**src/rtl/key_prio_encoder.sv**
```systemverilog
module key_prio_encoder #(
  parameter int KEYS = 9,
  localparam int CODE_W = $clog2(KEYS + 1)
) (
  input  logic [KEYS-1:0]   key_n,
  input  logic              zero_key_n,
  output logic [CODE_W-1:0] code_n,
  output logic [CODE_W-1:0] bcd,
  output logic              key_hit
);

  logic [CODE_W-1:0] winner;

  // later (higher) digits overwrite earlier ones
  always_comb begin
    winner = '0;
    for (int i = 0; i < KEYS; i++)
      if (!key_n[i]) winner = CODE_W'(i + 1);
  end

  assign code_n  = ~winner;
  assign bcd     = winner;
  assign key_hit = ~(&key_n) | ~zero_key_n;

endmodule


```
**config.mk**
```make
export PLATFORM = sky130hd
export DESIGN_NAME = key_prio_encoder
export DESIGN_NICKNAME = d
export VERILOG_FILES = /design/src/rtl/key_prio_encoder.sv
export SDC_FILE = /design/constraint.sdc
export NUM_CORES = 1
export LEC_CHECK = 0
export CAP_MARGIN = 30
export CORE_AREA = 3 3 40 42
export DETAILED_ROUTE_END_ITERATION = 8
export DIE_AREA = 0 0 43 45
export GPL_TIMING_DRIVEN = 1
export PLACE_DENSITY_LB_ADDON = 0.3
export SYNTH_ARGS = -nofsm -noshare
export SYNTH_HDL_FRONTEND = slang
export SYNTH_SLANG_ARGS = --single-unit
```
**constraint.sdc**
```tcl
create_clock -name vclk -period 0.83
set_clock_uncertainty 0.15 [all_clocks]
set_input_delay 0.166 -clock vclk [all_inputs]
set_output_delay 0.166 -clock vclk [all_outputs]
set_load 0.03 [all_outputs]
```
* Word level (Yosys, flattened, before mapping)
Index checks and enable logic that the tools add are counted.
** Word-level totals
- Bits in registers :: 0
- Input bits :: 10
- Output and inout port bits :: 9
- Logic and storage cells :: 14
** Cells by class
- Muxes and demuxes :: 9
- Bitwise operators :: 4
- Reduce and logical (&&, ||, !) cells :: 1
** Operators by type and width (count)
- $mux W4 :: 8
- $reduce_and A9 Y1 :: 1
- $not A4 Y4 :: 1
- $not A1 Y1 :: 2
- $mux W1 :: 1
- $or A1 B1 Y1 :: 1

* Longest topological paths before layout
Gate-level depths: netlist of the first run.
- Word-level depth :: 10
- Depth in mapped cells :: 4
- Gate-level depth less buffers :: 4

* Worst setup path before layout of the first run
Ideal clock, no wire load.
- Kind :: in2out
- Start point :: input key_n[8]
- End point :: output bcd[2]
- Data arrival time :: 1.124 ns
- Data required time :: 0.514 ns
- Path slack :: -0.610 ns
- Cell stages on the path :: 4
- Path buffers :: 0
- Cell sequence :: nand2_2 > inv_1 > nand2_1 > inv_1
** On the way
- Longest elaborated chain between the ends :: 1
** Ends and longest elaborated chain
- from (decl) :: RTL line 5 : input logic [KEYS-1:0] key_n,
- $mux W4 :: RTL line 18 : if (!key_n[i]) winner = CODE_W'(i + 1);
- to (decl) :: RTL line 8 : output logic [CODE_W-1:0] bcd,
No other way between the ends.

* Worst setup path in the final report of the first run
- Start point :: input key_n[3]
- End point :: output bcd[0]
** On the way
- Longest elaborated chain between the ends :: 6
** Ends and longest elaborated chain (RTL line)
- $mux W4 (6 in series) :: 18
No other way between the ends.

==> impl_metrics.yaml, run 1 <==
setup_path:
  largest_delay_share_family_worst_path: "buffers and inverters"
  critical_path.max_fanout: 2
  criticalPathCategory: "primary input to output port"
  crit_path_start_kind: "primary input"
  crit_path_max_delay_cell_type: "a31o_4"
  timing.critical_path.to_type: "output port"
  cells_along_the_critical_path: "buf_6 -> buf_6 -> buf_6 -> nand2_8 -> o221ai_4 -> a31o_4 -> buf_6"
  cp_data_arrival_time_ps: 1020
  cp_slowest_stage_delay_ps: 240
  cp.required_ps: 510
  buf_inv_on_cp: 4
  critPathMostFrequentCell: "buf_6"
logic_synthesis:
  yosysTopAreaCellShare_pct: 16.9
  post-synth-top-count-cell: "inv_1"
  mappedNetlistArea_um2: 104
  synth_largest_area_cell: "a31o_2"
  synth_top_cells_by_area: "a31o_2 (17%), inv_1 (14%), o221ai_2 (14%)"
  syn_inst_count: 18
  synth_sequential_area_ratio_pct: 0
  synthesis.area_per_instance_um2: 5.77
  synthesis.yosys.warnings: 0
  yosysUniqueCellTypes: 10
  synth.cells.most_frequent: "inv_1 (4), nand2_1 (3), a31o_2 (2), a31oi_1 (2), nand3_1 (2)"
  synth_nets: 28
finish:
  fin_nets: 65
  diodes: 0
  seq_area_um2: 0
  post_route_cells_drive_above_1_share_pct: 94.3
  n_sequential_cell: 0
  p_r_area_growth_vs_syn_pct: 513
  clockBufferCount: 0
floorplan:
  die_area_um2: 1940
  die_w_um: 43
  placeableCoreArea_um2: 1280
  start_util_pct: 8.08
  die_h_um: 45
  placementRows: 13
  ioPinCount: 19
run_status:
  failed_checks: "negative setup slack"
  outcome: "finished with violations"
sta:
  setup_viol: 9
  timing.final.crit_share_pct: 161
  hold_viol_final: 0
  max_clock_freq_ghz: 0.751
  tightestPinTransition_ps: 225
  worst_slack_ps: -502
  final_period_minus_worst_setup_slack_ps: 1330
  unrepaired_setup_endpoints_after_global_routing: "true"
  relSlewSlack_pct: 85.0
  timing.setup.tns_ps: -2820
  final-max-slew-violation-count: 0
placed_design:
  gp_congestion: 0.789
  buffer_ports.inserted: 19
  hpwlAfterDp_um: 658
hold_path:
  worst_hold_path_type: "primary input to output port"
flow_run:
  drv.max_cap_violation_count: 0
route:
  post_drt_wl_per_cell_um: 12.1
  drtIter0Drc: 0
  vias: 290
  wirelength_um: 822
  vias_per_cell: 4.26
  antenna_violating_nets_post_route: 0
  route.detailed.drc: 0
  dr.pass1.iters: 1
power_and_ir_drop:
  power_leakage_nw: 0.258
  peakVddDrop_mv: 0.222
  power-per-cell-area_nw_per_um2: 570
  report.power.total_mw: 0.363
global_route:
  maximum_number_of_pins_on_one_net_before_global_route_repair: 5
  number_of_global_route_vias_before_repair: 335
  overall_global_routing_resource_usage_pct: 9.62
  antenna_violations_before_repair: 0
  globalRoute.totalOverflow: 0
  grt_pass1_wl_um: 1440
## layout make-up
cell class / count / area (um2)
fillers: 118 / 648
repair buffers: 35 / 362
multi-input cells: 14 / 228
inverters: 4 / 28.8
well taps: 15 / 18.8
## cells in the final DEF, fill, tap and decap left out
cell / synthesis / layout
inv_6: 0 / 1
a31oi_4: 0 / 2
o221ai_4: 0 / 1
dlygate4sd2_1: 0 / 1
nand2_4: 0 / 1
buf_8: 0 / 3
o21ai_2: 0 / 1
clkinv_4: 0 / 1
buf_4: 0 / 11
clkinvlp_4: 0 / 1
inv_1: 4 / 1
nand4_1: 1 / 1
nand2_8: 0 / 3
clkdlybuf4s15_2: 0 / 1
buf_6: 0 / 19
nor3_2: 0 / 1
nand3_2: 0 / 1
a31o_4: 0 / 2
nand3_4: 0 / 1
## power by group
group          internal [mW]  switching, mW  total, mW
clock network              0              0          0
logic                  0.193          0.169      0.363
registers                  0              0          0
## worst paths after layout
path | cells past startpoint | startpoint | endpoint
min | 3 | key_n[0] | key_hit
max | 7 | key_n[3] | bcd[0]
## what timing repair did
action | CTS | global route
setup buffers | 1 | 0
pin swaps | 6 | 6
gates resized for setup | 81 | 4
endpoints found under the setup margin | 9 | 9
hold buffers | 0 | 0
cloned | 0 | 0
## worst min-delay path, cell delays in order
cell and delay (ps):
clkdlybuf4s15_2 190, nand3_2 70, buf_6 120
## stage by stage
stage | area [um2] | hold WS [ps] | setup WS [ps] | instances | utilization [%]
final | 637 | 568 | -502 | 68 | 49.6
after global routing | 637 | 590 | -526 | 68 | 49.6
after CTS | 621 | 572 | -550 | 68 | 48.3
after detailed placement | 554 | 1060 | -1200 | 67 | 43.1
after global placement | 554 | 1040 | -1190 | 67 | 43.1
after floorplan | 248 | 248 | -228 | 18 | -
## per-layer routing
layer | track usage [%] | up-vias | part of all wire, %
met5 | 0 | - | 0
li1 | - | 138 | -
met3 | 1.99 | 0 | 11
met1 | 10.5 | 138 | 33
met2 | 20.1 | 14 | 56
met4 | 0 | 0 | 0
## kinds of logic (layout without fill, tap and decap cells)
family,Yosys count,count (layout),share of synthesized area [%]
AOI/OAI and AO/OA,6,6,48.2
buffers and inverters,4,39,14.5
and+or+nand+nor,8,8,37.4
(Power assumes the default switching activity.)
==> run 2, diff against run 1 <==
Clock period 0.83 ns to 1.5 ns, I/O delays scaled along.
==> impl_metrics.yaml, run 2 (same netlist as run 1, synthesis figures left out) <==
floorplan:
  die_h_um: 45
  ioPinCount: 19
  start_util_pct: 8.08
  placementRows: 13
  die_area_um2: 1940
  die_w_um: 43
  placeableCoreArea_um2: 1280
route:
  wirelength_um: 599
  vias: 240
  post_drt_wl_per_cell_um: 9.98
  drtIter0Drc: 0
  route.detailed.drc: 0
  dr.pass1.iters: 1
  vias_per_cell: 4.00
  antenna_violating_nets_post_route: 0
global_route:
  overall_global_routing_resource_usage_pct: 6.55
  globalRoute.totalOverflow: 0
  antenna_violations_before_repair: 0
  grt_pass1_wl_um: 1050
  number_of_global_route_vias_before_repair: 250
  maximum_number_of_pins_on_one_net_before_global_route_repair: 5
setup_path:
  critical_path.max_fanout: 2
  crit_path_start_kind: "primary input"
  timing.critical_path.to_type: "output port"
  criticalPathCategory: "primary input to output port"
  cp_data_arrival_time_ps: 1010
  cp.required_ps: 1050
power_and_ir_drop:
  power_frac_comb_pct: 100.0
  peakVddDrop_mv: 0.122
  power_leakage_nw: 0.184
  cellInternalPower_mw: 0.0629
  seq_power_share_pct: 0
  power-per-cell-area_nw_per_um2: 326
  switching_share_pct: 51.9
  power_switching_mw: 0.0678
  clock_power_share_pct: 0
finish:
  fin_cells: 60
  fin_util_pct: 31.3
  post_route_cells_drive_above_1_share_pct: 91.1
  clockBufferCount: 0
  n_sequential_cell: 0
  layout_commonest_cell: "buf_4"
  fin_nets: 57
  seq_area_um2: 0
  layout_common_cells: "buf_4 (10), buf_6 (9), buf_2 (5)"
  diodes: 0
  p_r_area_growth_vs_syn_pct: 287
  design_area_um2: 402
run_status:
  outcome: "completed"
sta:
  unrepaired_setup_endpoints_after_global_routing: "true"
  hold_viol_final: 0
  final_period_minus_worst_setup_slack_ps: 1460
  tightestPinTransition_ps: 177
  setup_viol: 0
  timing.setup.tns_ps: 0
  worst_slack_ps: 42.4
  relSlewSlack_pct: 88.2
  max_clock_freq_ghz: 0.686
  final-max-slew-violation-count: 0
  timing.final.crit_share_pct: 97.2
placed_design:
  place_area_um2: 357
  hpwlAfterDp_um: 488
  buffer_ports.inserted: 19
  gp_congestion: 0.652
  post-place-cells: 59
  place_ws_ps: -806
flow_run:
  drv.max_cap_violation_count: 0
hold_path:
  worst_hold_path_type: "primary input to output port"
  holdPathEnd: "key_hit"
  worst_hold_startpoint: "key_n[0]"
  min_delay_path_depth: 3
run 2: per-layer routing:
layer	up-vias	routed length, um	track usage [%]
met3	0	77	1.59
met5	-	0	0
li1	122	-	-
met2	14	270	11.4
met4	0	0	0
met1	104	252	8.81
run 2: repair_timing:
action	4_1_cts	5_1_grt
pin swaps	10	8
buffers inserted	0	1
endpoints found under the setup margin	9	7
hold buffers	0	0
resized for setup	47	14
run 2: worst max-delay path, stage by stage:
cell and delay, ps:
buf_2 110, buf_4 120, o221ai_2 160, a31o_2 190
buf_6 120
run 2: worst max path at each step:
stage	startpoint	to	slack (ps)
6_report	key_n[0]	bcd[0]	40
3_5_place_dp	key_n[4]	key_hit	-810
2_1_floorplan	key_n[8]	bcd[2]	20
4_1_cts	key_n[8]	bcd[2]	5
5_1_grt	key_n[3]	code_n[0]	-4
3_3_place_gp	key_n[4]	key_hit	-780
run 2: power by group through the flow:
stage	Sequential, mW	Combinational (mW)	Clock, mW
2_1_floorplan	0	0.0482	0
3_3_place_gp	0	0.117	0
3_5_place_dp	0	0.118	0
4_1_cts	0	0.125	0
5_1_grt	0	0.141	0
6_report	0	0.131	0
run 2: layout make-up:
cell class | instances | area [um2]
Fill cell | 151 | 883
Timing Repair Buffer | 27 | 221
Multi-Input combinational cell | 14 | 143
Inverter | 4 | 18.8
Tap cell | 15 | 18.8
run 2: metrics by stage:
step                      hold WS (ps)  power [mW]
final                              769       0.131
after global routing               790       0.141
after CTS                          769       0.125
after detailed placement          1220       0.118
after global placement            1220       0.117
after floorplan                    590      0.0482
==> run 3, diff against run 2 <==
--- a/config.mk
+++ b/config.mk
@@ -8,5 +8,5 @@
 export CAP_MARGIN = 30
-export CORE_AREA = 3 3 40 42
+export CORE_AREA = 2 2 39 41
 export DETAILED_ROUTE_END_ITERATION = 8
-export DIE_AREA = 0 0 43 45
+export DIE_AREA = 0 0 41 43
 export GPL_TIMING_DRIVEN = 1
--- a/constraint.sdc
+++ b/constraint.sdc
@@ -4,2 +4,2 @@
 set_output_delay 0.3 -clock vclk [all_outputs]
-set_load 0.03 [all_outputs]
+set_load 0.05 [all_outputs]
==> impl_metrics.yaml, run 3 (same netlist as run 1, synthesis figures left out) <==
placed_design:
  buffer_ports.inserted: 19
  hpwlAfterDp_um: 563
  post-place-cells: 60
  gp_congestion: 0.672
power_and_ir_drop:
  report.power.total_mw: 0.189
  power-per-cell-area_nw_per_um2: 369
  power_leakage_nw: 0.215
  peakVddDrop_mv: 0.0943
setup_path:
  cp_slowest_stage_delay_ps: 210
  cells_along_the_critical_path: "buf_8 -> nand4_1 -> buf_4 -> nand2_8 -> clkinvlp_4 -> buf_12"
  critical_path.max_fanout: 3
  cp.required_ps: 1050
  crit_path_max_delay_cell_type: "buf_4"
  timing.critical_path.to_type: "output port"
  crit_path_start_kind: "primary input"
  criticalPathCategory: "primary input to output port"
  cp_data_arrival_time_ps: 1040
finish:
  fin_cells: 60
  diodes: 0
  layout_common_cells: "buf_12 (7), buf_4 (7), buf_2 (5)"
  n_sequential_cell: 0
  p_r_area_growth_vs_syn_pct: 394
  fin_util_pct: 37.1
  post_route_cells_drive_above_1_share_pct: 88.6
  clockBufferCount: 0
  fin_nets: 56
  seq_area_um2: 0
sta:
  unrepaired_setup_endpoints_after_global_routing: "true"
  final-max-slew-violation-count: 0
  relSlewSlack_pct: 86.4
  max_clock_freq_ghz: 0.670
  timing.final.crit_share_pct: 99.5
  setup_viol: 0
  hold_viol_final: 0
  tightestPinTransition_ps: 203
  final_period_minus_worst_setup_slack_ps: 1490
global_route:
  globalRoute.totalOverflow: 0
  maximum_number_of_pins_on_one_net_before_global_route_repair: 6
  antenna_violations_before_repair: 0
  grt_pass1_wl_um: 1040
  overall_global_routing_resource_usage_pct: 8.00
  number_of_global_route_vias_before_repair: 269
hold_path:
  min_delay_path_depth: 4
  holdPathEnd: "code_n[0]"
  worst_hold_path_type: "primary input to output port"
  worst_hold_startpoint: "key_n[8]"
route:
  vias: 235
  antenna_violating_nets_post_route: 0
  drtIter0Drc: 0
  post_drt_wl_per_cell_um: 10.9
  dr.pass1.iters: 1
  wirelength_um: 651
  route.detailed.drc: 0
  vias_per_cell: 3.92
run_status:
  outcome: "completed"
floorplan:
  placeableCoreArea_um2: 1380
  placementRows: 14
  die_w_um: 41
  die_area_um2: 1760
  die_h_um: 43
  start_util_pct: 7.50
  ioPinCount: 19
flow_run:
  drv.max_cap_violation_count: 0
[run 3: per-layer routing]
layer	vias to the layer above	routed length [um]	global-route usage, %
li1	119	-	-
met5	-	0	0
met1	102	204	8.25
met2	14	345	16.3
met4	0	0	0
met3	0	100	1.05
[run 3: stage by stage]
stage | TNS (ps) | hold WS (ps) | setup slack [ps] | cell area [um2]
6_report | 0 | 860 | 7.95 | 513
5_1_grt | -46.5 | 885 | -46.5 | 513
4_1_cts | 0 | 862 | 3.82 | 505
3_5_place_dp | -3340 | 1120 | -510 | 487
3_3_place_gp | -3250 | 1110 | -501 | 487
2_1_floorplan | -202 | 529 | -185 | 159
[run 3: worst max-delay path, delay by kind of cell]
kind	cells	cell delay, ps
buffers and inverters	4	530
AND/OR/NAND/NOR	2	220
[run 3: repair_timing]
action | CTS | global route
hold buffers | 0 | 0
resized for setup | 50 | 2
pin swaps | 10 | 2
setup endpoints to repair | 9 | 2
buffers inserted | 0 | 0
[run 3: area by class of cell]
type	instances	area [um2]
tap	16	20.0
fill	153	871
multi-input combinational	14	168
inverter	4	22.5
timing repair buffer	26	303
[run 3: where the power goes]
| group | switching, mW | total (mW) | internal [mW] |
|---|---|---|---|
| clock | 0 | 0 | 0 |
| sequential | 0 | 0 | 0 |
| combinational | 0.0967 | 0.189 | 0.0925 |
| total | 0.0967 | 0.189 | 0.0925 |
[run 3: how the worst max path moves through the flow]
stage | start | endpoint | cells past startpoint
after floorplan | key_n[8] | bcd[2] | 4
after detailed placement | key_n[7] | key_hit | 5
after global placement | key_n[7] | key_hit | 5
after global routing | key_n[6] | bcd[2] | 6
final | key_n[4] | bcd[2] | 6
after CTS | key_n[3] | bcd[2] | 6
